$ cat src/rtl/psc_pwm_pkg.sv
package psc_pwm_pkg;
  typedef struct packed {
    logic hi;
    logic lo;
  } pair_out_t;

  localparam int NUM_PAIRS = 2;
endpackage

$ cat src/rtl/psc_pwm_counter.sv
module psc_pwm_counter #(
  parameter int CNT_W    = 12,
  parameter int CNT_INIT = -600,
  parameter int CNT_LAST = 599
) (
  input  logic                    clk_i,
  input  logic                    rst_ni,
  input  logic                    run_i,
  output logic signed [CNT_W-1:0] cnt_o
);
  localparam logic signed [CNT_W-1:0] INIT_C = CNT_W'(CNT_INIT);
  localparam logic signed [CNT_W-1:0] LAST_C = CNT_W'(CNT_LAST);

  logic signed [CNT_W-1:0] cnt_q;

  always_ff @(posedge clk_i or negedge rst_ni) begin
    if (!rst_ni)            cnt_q <= INIT_C;
    else if (!run_i)        cnt_q <= INIT_C;
    else if (cnt_q == LAST_C) cnt_q <= INIT_C;
    else                    cnt_q <= cnt_q + 1'b1;
  end

  assign cnt_o = cnt_q;
endmodule

$ cat src/rtl/psc_pwm_shift_buf.sv
module psc_pwm_shift_buf #(
  parameter int CNT_W     = 12,
  parameter int SH_W      = 10,
  parameter int SHIFT_MAX = 600,
  parameter int RELOAD    = -600
) (
  input  logic                    clk_i,
  input  logic                    rst_ni,
  input  logic                    run_i,
  input  logic signed [CNT_W-1:0] cnt_i,
  input  logic [SH_W-1:0]         shift_i,
  input  logic                    wr_i,
  input  logic                    ldok_set_i,
  input  logic                    ldok_clr_i,
  output logic [SH_W-1:0]         shift_act_o
);
  localparam logic [SH_W-1:0]         MAX_C    = SH_W'(SHIFT_MAX);
  localparam logic signed [CNT_W-1:0] RELOAD_C = CNT_W'(RELOAD);

  logic [SH_W-1:0] buf_q, act_q, shift_sat;
  logic            ldok_q, xfer;

  assign shift_sat = (shift_i > MAX_C) ? MAX_C : shift_i;
  // transfer only at the pair-B reload point, a same-cycle clear cancels it
  assign xfer = run_i && (cnt_i == RELOAD_C) && ldok_q && !ldok_clr_i;

  always_ff @(posedge clk_i or negedge rst_ni) begin
    if (!rst_ni) begin
      buf_q  <= '0;
      act_q  <= '0;
      ldok_q <= 1'b0;
    end else begin
      if (wr_i && !ldok_q) buf_q <= shift_sat;
      if (xfer)            act_q <= buf_q;
      if (ldok_clr_i || xfer) ldok_q <= 1'b0;
      else if (ldok_set_i)    ldok_q <= 1'b1;
    end
  end

  assign shift_act_o = act_q;
endmodule

$ cat src/rtl/psc_pwm_pair.sv
module psc_pwm_pair
  import psc_pwm_pkg::*;
#(
  parameter int CNT_W    = 12,
  parameter int SH_W     = 10,
  parameter int CNT_INIT = -600,
  parameter int PERIOD   = 1200,
  parameter int DEADTIME = 6
) (
  input  logic                    clk_i,
  input  logic                    rst_ni,
  input  logic                    run_i,
  input  logic signed [CNT_W-1:0] cnt_i,
  input  logic [SH_W-1:0]         shift_i,
  output pair_out_t               out_o
);
  localparam int DT_W = $clog2(DEADTIME + 1);
  localparam int MID  = CNT_INIT + PERIOD / 2;
  localparam logic [DT_W-1:0] DT_C = DT_W'(DEADTIME);

  int          phase;
  logic        raw, raw_q;
  logic [DT_W-1:0] len_q;

  always_comb begin
    phase = int'(cnt_i) - int'(shift_i);
    if (phase < CNT_INIT) phase = phase + PERIOD;
    raw = (phase >= MID);
  end

  always_ff @(posedge clk_i or negedge rst_ni) begin
    if (!rst_ni) begin
      raw_q <= 1'b0;
      len_q <= '0;
    end else if (!run_i) begin
      raw_q <= 1'b0;
      len_q <= '0;
    end else begin
      raw_q <= raw;
      if (raw != raw_q)     len_q <= '0;
      else if (len_q != DT_C) len_q <= len_q + 1'b1;
    end
  end

  assign out_o.hi = run_i &  raw_q & (len_q == DT_C);
  assign out_o.lo = run_i & ~raw_q & (len_q == DT_C);
endmodule

$ cat src/rtl/psc_pwm.sv
module psc_pwm
  import psc_pwm_pkg::*;
#(
  parameter int CNT_W     = 12,
  parameter int CNT_INIT  = -600,
  parameter int CNT_END   = 600,
  parameter int DEADTIME  = 6,
  parameter int SH_W      = 10,
  parameter int SHIFT_MAX = 600,
  parameter int RELOAD_A  = 0,
  parameter int RELOAD_B  = -600
) (
  input  logic            clk_i,
  input  logic            rst_ni,
  input  logic            run_i,
  input  logic [SH_W-1:0] shift_i,
  input  logic            shift_wr_i,
  input  logic            ldok_set_i,
  input  logic            ldok_clr_i,
  output logic            a_h_o,
  output logic            a_l_o,
  output logic            b_h_o,
  output logic            b_l_o,
  output logic            evt_a_o,
  output logic            evt_b_o
);
  localparam int PERIOD = CNT_END - CNT_INIT;
  localparam logic signed [CNT_W-1:0] RA_C = CNT_W'(RELOAD_A);
  localparam logic signed [CNT_W-1:0] RB_C = CNT_W'(RELOAD_B);

  logic signed [CNT_W-1:0] cnt;
  logic [SH_W-1:0]         shift_act;
  pair_out_t               po [NUM_PAIRS];

  psc_pwm_counter #(
    .CNT_W(CNT_W), .CNT_INIT(CNT_INIT), .CNT_LAST(CNT_END - 1)
  ) u_cnt (
    .clk_i(clk_i), .rst_ni(rst_ni), .run_i(run_i), .cnt_o(cnt)
  );

  psc_pwm_shift_buf #(
    .CNT_W(CNT_W), .SH_W(SH_W), .SHIFT_MAX(SHIFT_MAX), .RELOAD(RELOAD_B)
  ) u_buf (
    .clk_i(clk_i), .rst_ni(rst_ni), .run_i(run_i), .cnt_i(cnt),
    .shift_i(shift_i), .wr_i(shift_wr_i), .ldok_set_i(ldok_set_i),
    .ldok_clr_i(ldok_clr_i), .shift_act_o(shift_act)
  );

  // pair 0 is the reference, pair 1 is delayed by the active shift
  for (genvar g = 0; g < NUM_PAIRS; g++) begin : g_pair
    psc_pwm_pair #(
      .CNT_W(CNT_W), .SH_W(SH_W), .CNT_INIT(CNT_INIT),
      .PERIOD(PERIOD), .DEADTIME(DEADTIME)
    ) u_pair (
      .clk_i(clk_i), .rst_ni(rst_ni), .run_i(run_i), .cnt_i(cnt),
      .shift_i((g == 0) ? '0 : shift_act), .out_o(po[g])
    );
  end

  assign a_h_o   = po[0].hi;
  assign a_l_o   = po[0].lo;
  assign b_h_o   = po[1].hi;
  assign b_l_o   = po[1].lo;
  assign evt_a_o = run_i && (cnt == RA_C);
  assign evt_b_o = run_i && (cnt == RB_C);
endmodule

$ cat config.mk
export PLATFORM = sky130hd
export DESIGN_NAME = psc_pwm
export DESIGN_NICKNAME = d
export VERILOG_FILES = /design/src/rtl/psc_pwm_pkg.sv /design/src/rtl/psc_pwm_counter.sv /design/src/rtl/psc_pwm_shift_buf.sv /design/src/rtl/psc_pwm_pair.sv /design/src/rtl/psc_pwm.sv
export SDC_FILE = /design/constraint.sdc
export NUM_CORES = 1
export LEC_CHECK = 0
export CAP_MARGIN = 20
export CORE_ASPECT_RATIO = 2
export CORE_UTILIZATION = 45
export CTS_CLUSTER_SIZE = 28
export DETAILED_ROUTE_END_ITERATION = 10
export SLEW_MARGIN = 25
export SYNTH_ARGS = -nofsm -noshare
export SYNTH_HDL_FRONTEND = slang
export SYNTH_SLANG_ARGS = --single-unit
$ cat constraint.sdc
create_clock -name clk_i -period 7 [get_ports clk_i]
set_clock_uncertainty 0.1 [all_clocks]
set_input_delay 1.05 -clock clk_i [delete_from_list [all_inputs] [get_ports clk_i]]
set_output_delay 1.05 -clock clk_i [all_outputs]
set_load 0.01 [all_outputs]
==> results of run 1 <==
[area by class of cell]
cell class              count  area share
multi-input cells         219      0.4896
flip-flops and latches     41      0.3317
repair buffers             23     0.07470
clock buffers               7     0.04578
well taps                  61     0.02450
inverters                  20     0.02410
clock inverters             1    0.009639
[per-stage QoR]
step           total power, mW  hold slack, ns  area [um2]  worst slack (ns)
3_5_place_dp            0.6612          0.3627        2923             2.928
5_1_grt                 0.9840          0.3975        3115             2.773
2_1_floorplan           0.5778          0.3455        2666             4.018
4_1_cts                 0.9313          0.3773        3095             2.897
6_report                0.9250          0.3740        3115             2.922
3_3_place_gp            0.6546          0.3621        2923             2.942
[Yosys cell counts, types with 2 or more instances]
library cell  count
nor2b_1           7
and3_1            3
a211oi_1          3
or2_2             2
clkbuf_1          3
and4_1            3
nand2_1          41
and2_1            5
dfstp_2           6
nor3_1            3
a21o_1            3
nand4_1           5
a311oi_1          2
o21a_1            2
o22a_1            3
xnor2_1          15
ha_1             24
nor2_1           23
nand2b_1          5
dfrtp_1          35
mux2i_1           4
o21ai_0          16
xor2_1            4
a21oi_1           7
nor3b_1           2
inv_1            20
a22o_1            4
nand3_1           9
[metal layers]
| layer | global-route usage | part of all wire |
|---|---|---|
| met4 | 0.08293 | 0.030 |
| met3 | 0.03267 | 0.023 |
| met2 | 0.3992 | 0.60 |
| met1 | 0.1873 | 0.35 |
| met5 | 0 | 0 |
[power by group through the flow]
stage / registers, mW / clock network [mW] / logic, mW
6_report: 0.295 / 0.269 / 0.362
5_1_grt: 0.301 / 0.282 / 0.402
4_1_cts: 0.295 / 0.272 / 0.364
3_5_place_dp: 0.299 / 0 / 0.362
3_3_place_gp: 0.299 / 0 / 0.356
2_1_floorplan: 0.295 / 0 / 0.283
[sequential cells by signal (all words and copies together), names as in the netlist]
name / cells
g_pair.u_pair.len_q: 6
g_pair.u_pair.raw_q: 2
u_buf.buf_q: 10
u_buf.ldok_q: 1
u_buf.shift_act_o: 10
u_cnt.cnt_o: 12
[worst max-delay path: cells and delay by family]
| kind | cells | cell delay (ns) |
|---|---|---|
| simple gates | 3 | 0.60 |
| buf+inv | 2 | 1.28 |
[cell usage in the layout, fill, tap and decap left out, drive strengths merged, types with 5 or more instances in the layout]
| cell | count |
|---|---|
| nor2 | 23 |
| nand4 | 5 |
| clkbuf | 7 |
| and2 | 5 |
| xnor2 | 15 |
| o21ai | 17 |
| nand2 | 41 |
| clkdlybuf4s50 | 20 |
| ha | 24 |
| dfstp | 6 |
| a21oi | 8 |
| nand3 | 9 |
| inv | 20 |
| nand2b | 5 |
| nor2b | 7 |
| dfrtp | 35 |
[kinds of logic (layout without fill, tap and decap cells)]
group | after synthesis | after routing
adders and majority gates | 24 | 24
DFF | 41 | 41
and+or+nand+nor | 112 | 112
AOI/OAI and AO/OA | 59 | 59
xor gates and xnor gates | 19 | 19
buffers and inverters | 26 | 51
muxes | 5 | 5
[final timing paths]
| kind | from | to | slack [ns] | cells past startpoint |
|---|---|---|---|---|
| setup reg to reg | u_cnt.cnt_o[5] | g_pair[1].u_pair.len_q[1] | 3.61 | 12 |
| hold / removal | u_buf.buf_q[9] | u_buf.buf_q[9] | 0.37 | 2 |
| setup / recovery | run_i | evt_b_o | 2.92 | 5 |
| min in group asynchronous | rst_ni | g_pair[1].u_pair.len_q[0] | 0.55 | 1 |
| max in group asynchronous | rst_ni | u_cnt.cnt_o[8] | 5.72 | 2 |
| hold reg to reg | u_buf.buf_q[9] | u_buf.buf_q[9] | 0.37 | 2 |
==> impl_metrics.json, run 1 <==
{
  "run_status": "finished, final reports clean",
  "yosys-top-cells-area": "dfrtp_1, ha_1, dfstp_2",
  "clk_pin_slew_ns": 0.06,
  "synth_top_family_by_area": "simple AND/OR/NAND/NOR gates",
  "drt_pass1_iterations": 4,
  "hold_class": "flop to flop",
  "worstPathArrival_ns": 2.93,
  "postCtsHoldBufs": 0,
  "cp.required_ns": 5.85,
  "synth_top_area_frac": 0.3285,
  "cts_buffer_depth": 2,
  "max-slew-margin-rel": 0.5971,
  "grt_pass1_wl_mm": 9.625,
  "power_frac_comb": 0.391,
  "die-area_um2": 6256,
  "antenna_found_initial": 0,
  "maxSlewViolCount": 0,
  "yosys.area.top_type": "dfrtp_1",
  "drive_gt1_frac": 0.08682,
  "final_hold_viol_count": 0,
  "rsz0062_at_grt": "false",
  "synth_compound_area_frac": 0.1694,
  "worst_slew_pin_slew_ns": 0.5993,
  "dr_total_vias": 2075,
  "max-vdd-ir-drop_uv": 224.0,
  "seqPwrFrac": 0.319,
  "start_util": 0.4670,
  "drc_errors": 0,
  "synth_flop_cell": "dfrtp_1",
  "rows": 39,
  "synthToLayoutAreaGrowth_pct": 16.85,
  "viasPerCell": 5.578,
  "post_cts_buffers": 0,
  "numPortBuffers": 21,
  "dpl.cell_count": 363,
  "gp_congestion": 0.8218,
  "dr.first_iter.drc_count": 49,
  "synthAdderAreaFrac": 0.1126,
  "synth_nets": 326,
  "slowest_delay_ns": 0.72,
  "grt_max_degree": 42,
  "htreeDepth": 2,
  "synth-xor-area-share": 0.06241,
  "swShare": 0.3300,
  "yosys.area_share.simple": 0.2084,
  "track_usage": 0.1999,
  "first_global_vias": 2084,
  "min_period_ns": 4.078,
  "syn_area_per_cell_um2": 9.323,
  "timing.final.crit_share": 0.5826,
  "critPathCaptureType": "primary output",
  "die_h_um": 110.9,
  "netlist_area_um2": 2666,
  "clk_latency_ns": 0.29,
  "yosys_warnings": 0,
  "p_leak_nw": 1.398,
  "num_antenna_cells": 0,
  "clock-root-buffer": "clkbuf_16",
  "final_cell_count_no_fill": 372,
  "muxShareOfSynthArea": 0.01924,
  "multiInputGateArea_um2": 1525,
  "numCtsBuffers": 5,
  "syn-instance-count": 286,
  "synth_cell_types": 55,
  "regArea_um2": 1033,
  "setup_viol": 0,
  "ant_nets": 0,
  "crit_slowest_cell": "clkdlybuf4s50_1",
  "wl_per_cell_um": 15.20,
  "p_per_area_nw_per_um2": 296.9,
  "ioPinCount": 22,
  "crit_top_cell": "clkdlybuf4s50_1",
  "worstPathMaxFanout": 15,
  "yosysSeqAreaShare": 0.3876,
  "coreArea_um2": 5709,
  "die_x_um": 56.43,
  "wirelength_mm": 5.656,
  "switching_power_mw": 0.3053,
  "fill_cells": 570,
  "crit_type": "input pin to primary output",
  "finalNetCount": 350,
  "post_cts_resize_count": 0,
  "ys_ff_latch": 41,
  "p_int_mw": 0.6197,
  "async_flop_share": 1.000,
  "start_kind": "input pin",
  "fin_tns_setup_ns": 0,
  "fin_util": 0.5457,
  "maxCapViolCount": 0,
  "hpwl_mm": 4.569,
  "fmax_ghz": 0.2452,
  "grt-ovfl-total": 0,
  "crit_path_cell_trace": "clkdlybuf4s50_1 > and4bb_2 > nand3_1 > nor2_1 > clkdlybuf4s50_1",
  "cts_tree": "done",
  "synth-edff-count": 0,
  "clock-sinks": 41,
  "power.share.clock": 0.290
}
(Power assumes the default switching activity.)
==> run 2, diff against run 1 <==
clock period = 4.2 ns   (was 7 ns; I/O delays follow)
==> impl_metrics.json, run 2 (synthesized netlist as in run 1, its figures left out) <==
{
  "run_status": "finished, final reports clean",
  "first_global_vias": 2207,
  "timing.final.crit_share": 0.7842,
  "numPortBuffers": 21,
  "final_common_cell": "nand2_1",
  "cts_buffer_depth": 2,
  "start_util": 0.4670,
  "worst_slew_pin_slew_ns": 0.9028,
  "post_cts_buffers": 0,
  "min_period_ns": 3.294,
  "dr.first_iter.drc_count": 54,
  "fin_util": 0.5407,
  "start_kind": "flop",
  "crit_top_cell": "ha_1",
  "die_x_um": 56.43,
  "drc_errors": 0,
  "slowest_delay_ns": 0.58,
  "gp_congestion": 0.8742,
  "ant_nets": 0,
  "track_usage": 0.2064,
  "fmax_ghz": 0.3036,
  "maxCapViolCount": 0,
  "fin_tns_setup_ns": 0,
  "cp.required_ns": 4.31,
  "die_h_um": 110.9,
  "worstPathArrival_ns": 3.40,
  "viasPerCell": 5.655,
  "p_per_area_nw_per_um2": 493.1,
  "largest_reg_flops": 12,
  "setup_viol": 0,
  "grt_max_degree": 42,
  "max-slew-margin-rel": 0.3981,
  "synthToLayoutAreaGrowth_pct": 15.77,
  "rsz0062_at_grt": "false",
  "clk_pin_slew_ns": 0.06,
  "fill_cells": 535,
  "grt-ovfl-total": 0,
  "final_cell_mix": "nand2_1, dfrtp_1, ha_1, nor2_1",
  "dr_total_vias": 2098,
  "maxSlewViolCount": 0,
  "antenna_found_initial": 0,
  "numCtsBuffers": 5,
  "final_cell_count_no_fill": 371,
  "final_hold_viol_count": 0,
  "post_cts_resize_count": 0,
  "crit_slowest_cell": "dfstp_2",
  "worstPathMaxFanout": 10,
  "finalNetCount": 349,
  "drive_gt1_frac": 0.08387,
  "dpl.cell_count": 363,
  "die-area_um2": 6256,
  "coreArea_um2": 5709,
  "cts_tree": "done",
  "clock-root-buffer": "clkbuf_16",
  "wirelength_mm": 5.660,
  "num_antenna_cells": 0,
  "hold_class": "input pin to async pin",
  "clk_latency_ns": 0.29,
  "crit_path_cell_trace": "ha_1 > a21o_4 > a21oi_2 > o211ai_1 > xnor2_1 > a21bo_2 > a32o_1 > o311ai_0 > ha_1 > and2_1 > o32a_4 > mux2i_1",
  "ioPinCount": 22,
  "p_leak_nw": 1.386,
  "clock-sinks": 41,
  "critPathCaptureType": "flop",
  "wl_per_cell_um": 15.26,
  "grt_pass1_wl_mm": 9.977,
  "postCtsHoldBufs": 0,
  "drt_pass1_iterations": 4,
  "htreeDepth": 2,
  "finalPower_mw": 1.522,
  "rows": 39,
  "max-vdd-ir-drop_uv": 390.3,
  "hpwl_mm": 4.604,
  "crit_type": "flop to flop"
}
run 2: cell types whose count changed in the layout (fill, tap and decap cells not counted), sizes merged:
cell / delta
buf: -1
clkbuf: -1
clkinv: +1
run 2: final cells by class:
| class | instances | area (um2) | area share |
|---|---|---|---|
| clock buffer | 6 | 128.9 | 0.04175 |
| sequential | 41 | 1033 | 0.3348 |
| tap | 61 | 76.32 | 0.02473 |
| timing repair buffer | 22 | 212.7 | 0.06891 |
| clock inverter | 2 | 35.03 | 0.01135 |
| multi-input combinational | 219 | 1525 | 0.4941 |
| inverter | 20 | 75.07 | 0.02432 |
run 2: final timing paths:
| kind | from | end | slack (ns) | depth (start not counted) |
|---|---|---|---|---|
| hold reg to reg | u_buf.buf_q[9] | u_buf.buf_q[9] | 0.37 | 2 |
| max in group asynchronous | rst_ni | u_buf.shift_act_o[3] | 3.07 | 1 |
| hold / removal | rst_ni | u_cnt.cnt_o[4] | 0.37 | 1 |
| setup / recovery | u_cnt.cnt_o[5] | g_pair[1].u_pair.len_q[2] | 0.91 | 12 |
| setup reg to reg | u_cnt.cnt_o[5] | g_pair[1].u_pair.len_q[2] | 0.91 | 12 |
| min in group clk_i | u_buf.buf_q[9] | u_buf.buf_q[9] | 0.37 | 2 |
run 2: metal layers:
| metal | vias up | track usage | wire (um) |
|---|---|---|---|
| li1 | 1045 | - | - |
| met1 | 991 | 0.1973 | 1936 |
| met2 | 44 | 0.3961 | 3335 |
| met3 | 18 | 0.03151 | 141 |
| met4 | 0 | 0.1138 | 247 |
| met5 | - | 0 | 0 |
run 2: critical path: cells and delay by family, from the launching register on:
| family | cells | cell delay [ns] |
|---|---|---|
| and+or+nand+nor | 1 | 0.14 |
| muxes | 1 | 0.20 |
| adders and majority gates | 2 | 0.61 |
| DFF | 1 | 0.58 |
| AOI/OAI and AO/OA | 7 | 1.39 |
| xor gates and xnor gates | 1 | 0.21 |
run 2: power breakdown:
part	switching [mW]	internal (mW)
sequential	0.0316	0.459
combinational	0.325	0.274
clock	0.152	0.279
run 2: through the flow:
step | setup WS (ns) | hold slack [ns] | instance area (um2)
global placement | 0.9650 | 0.3616 | 2923
detailed placement | 0.9134 | 0.3640 | 2923
CTS | 0.8878 | 0.3802 | 3087
floorplan | 1.218 | 0.2344 | 2666
global route | 0.7284 | 0.4162 | 3087
finish | 0.9062 | 0.3706 | 3087
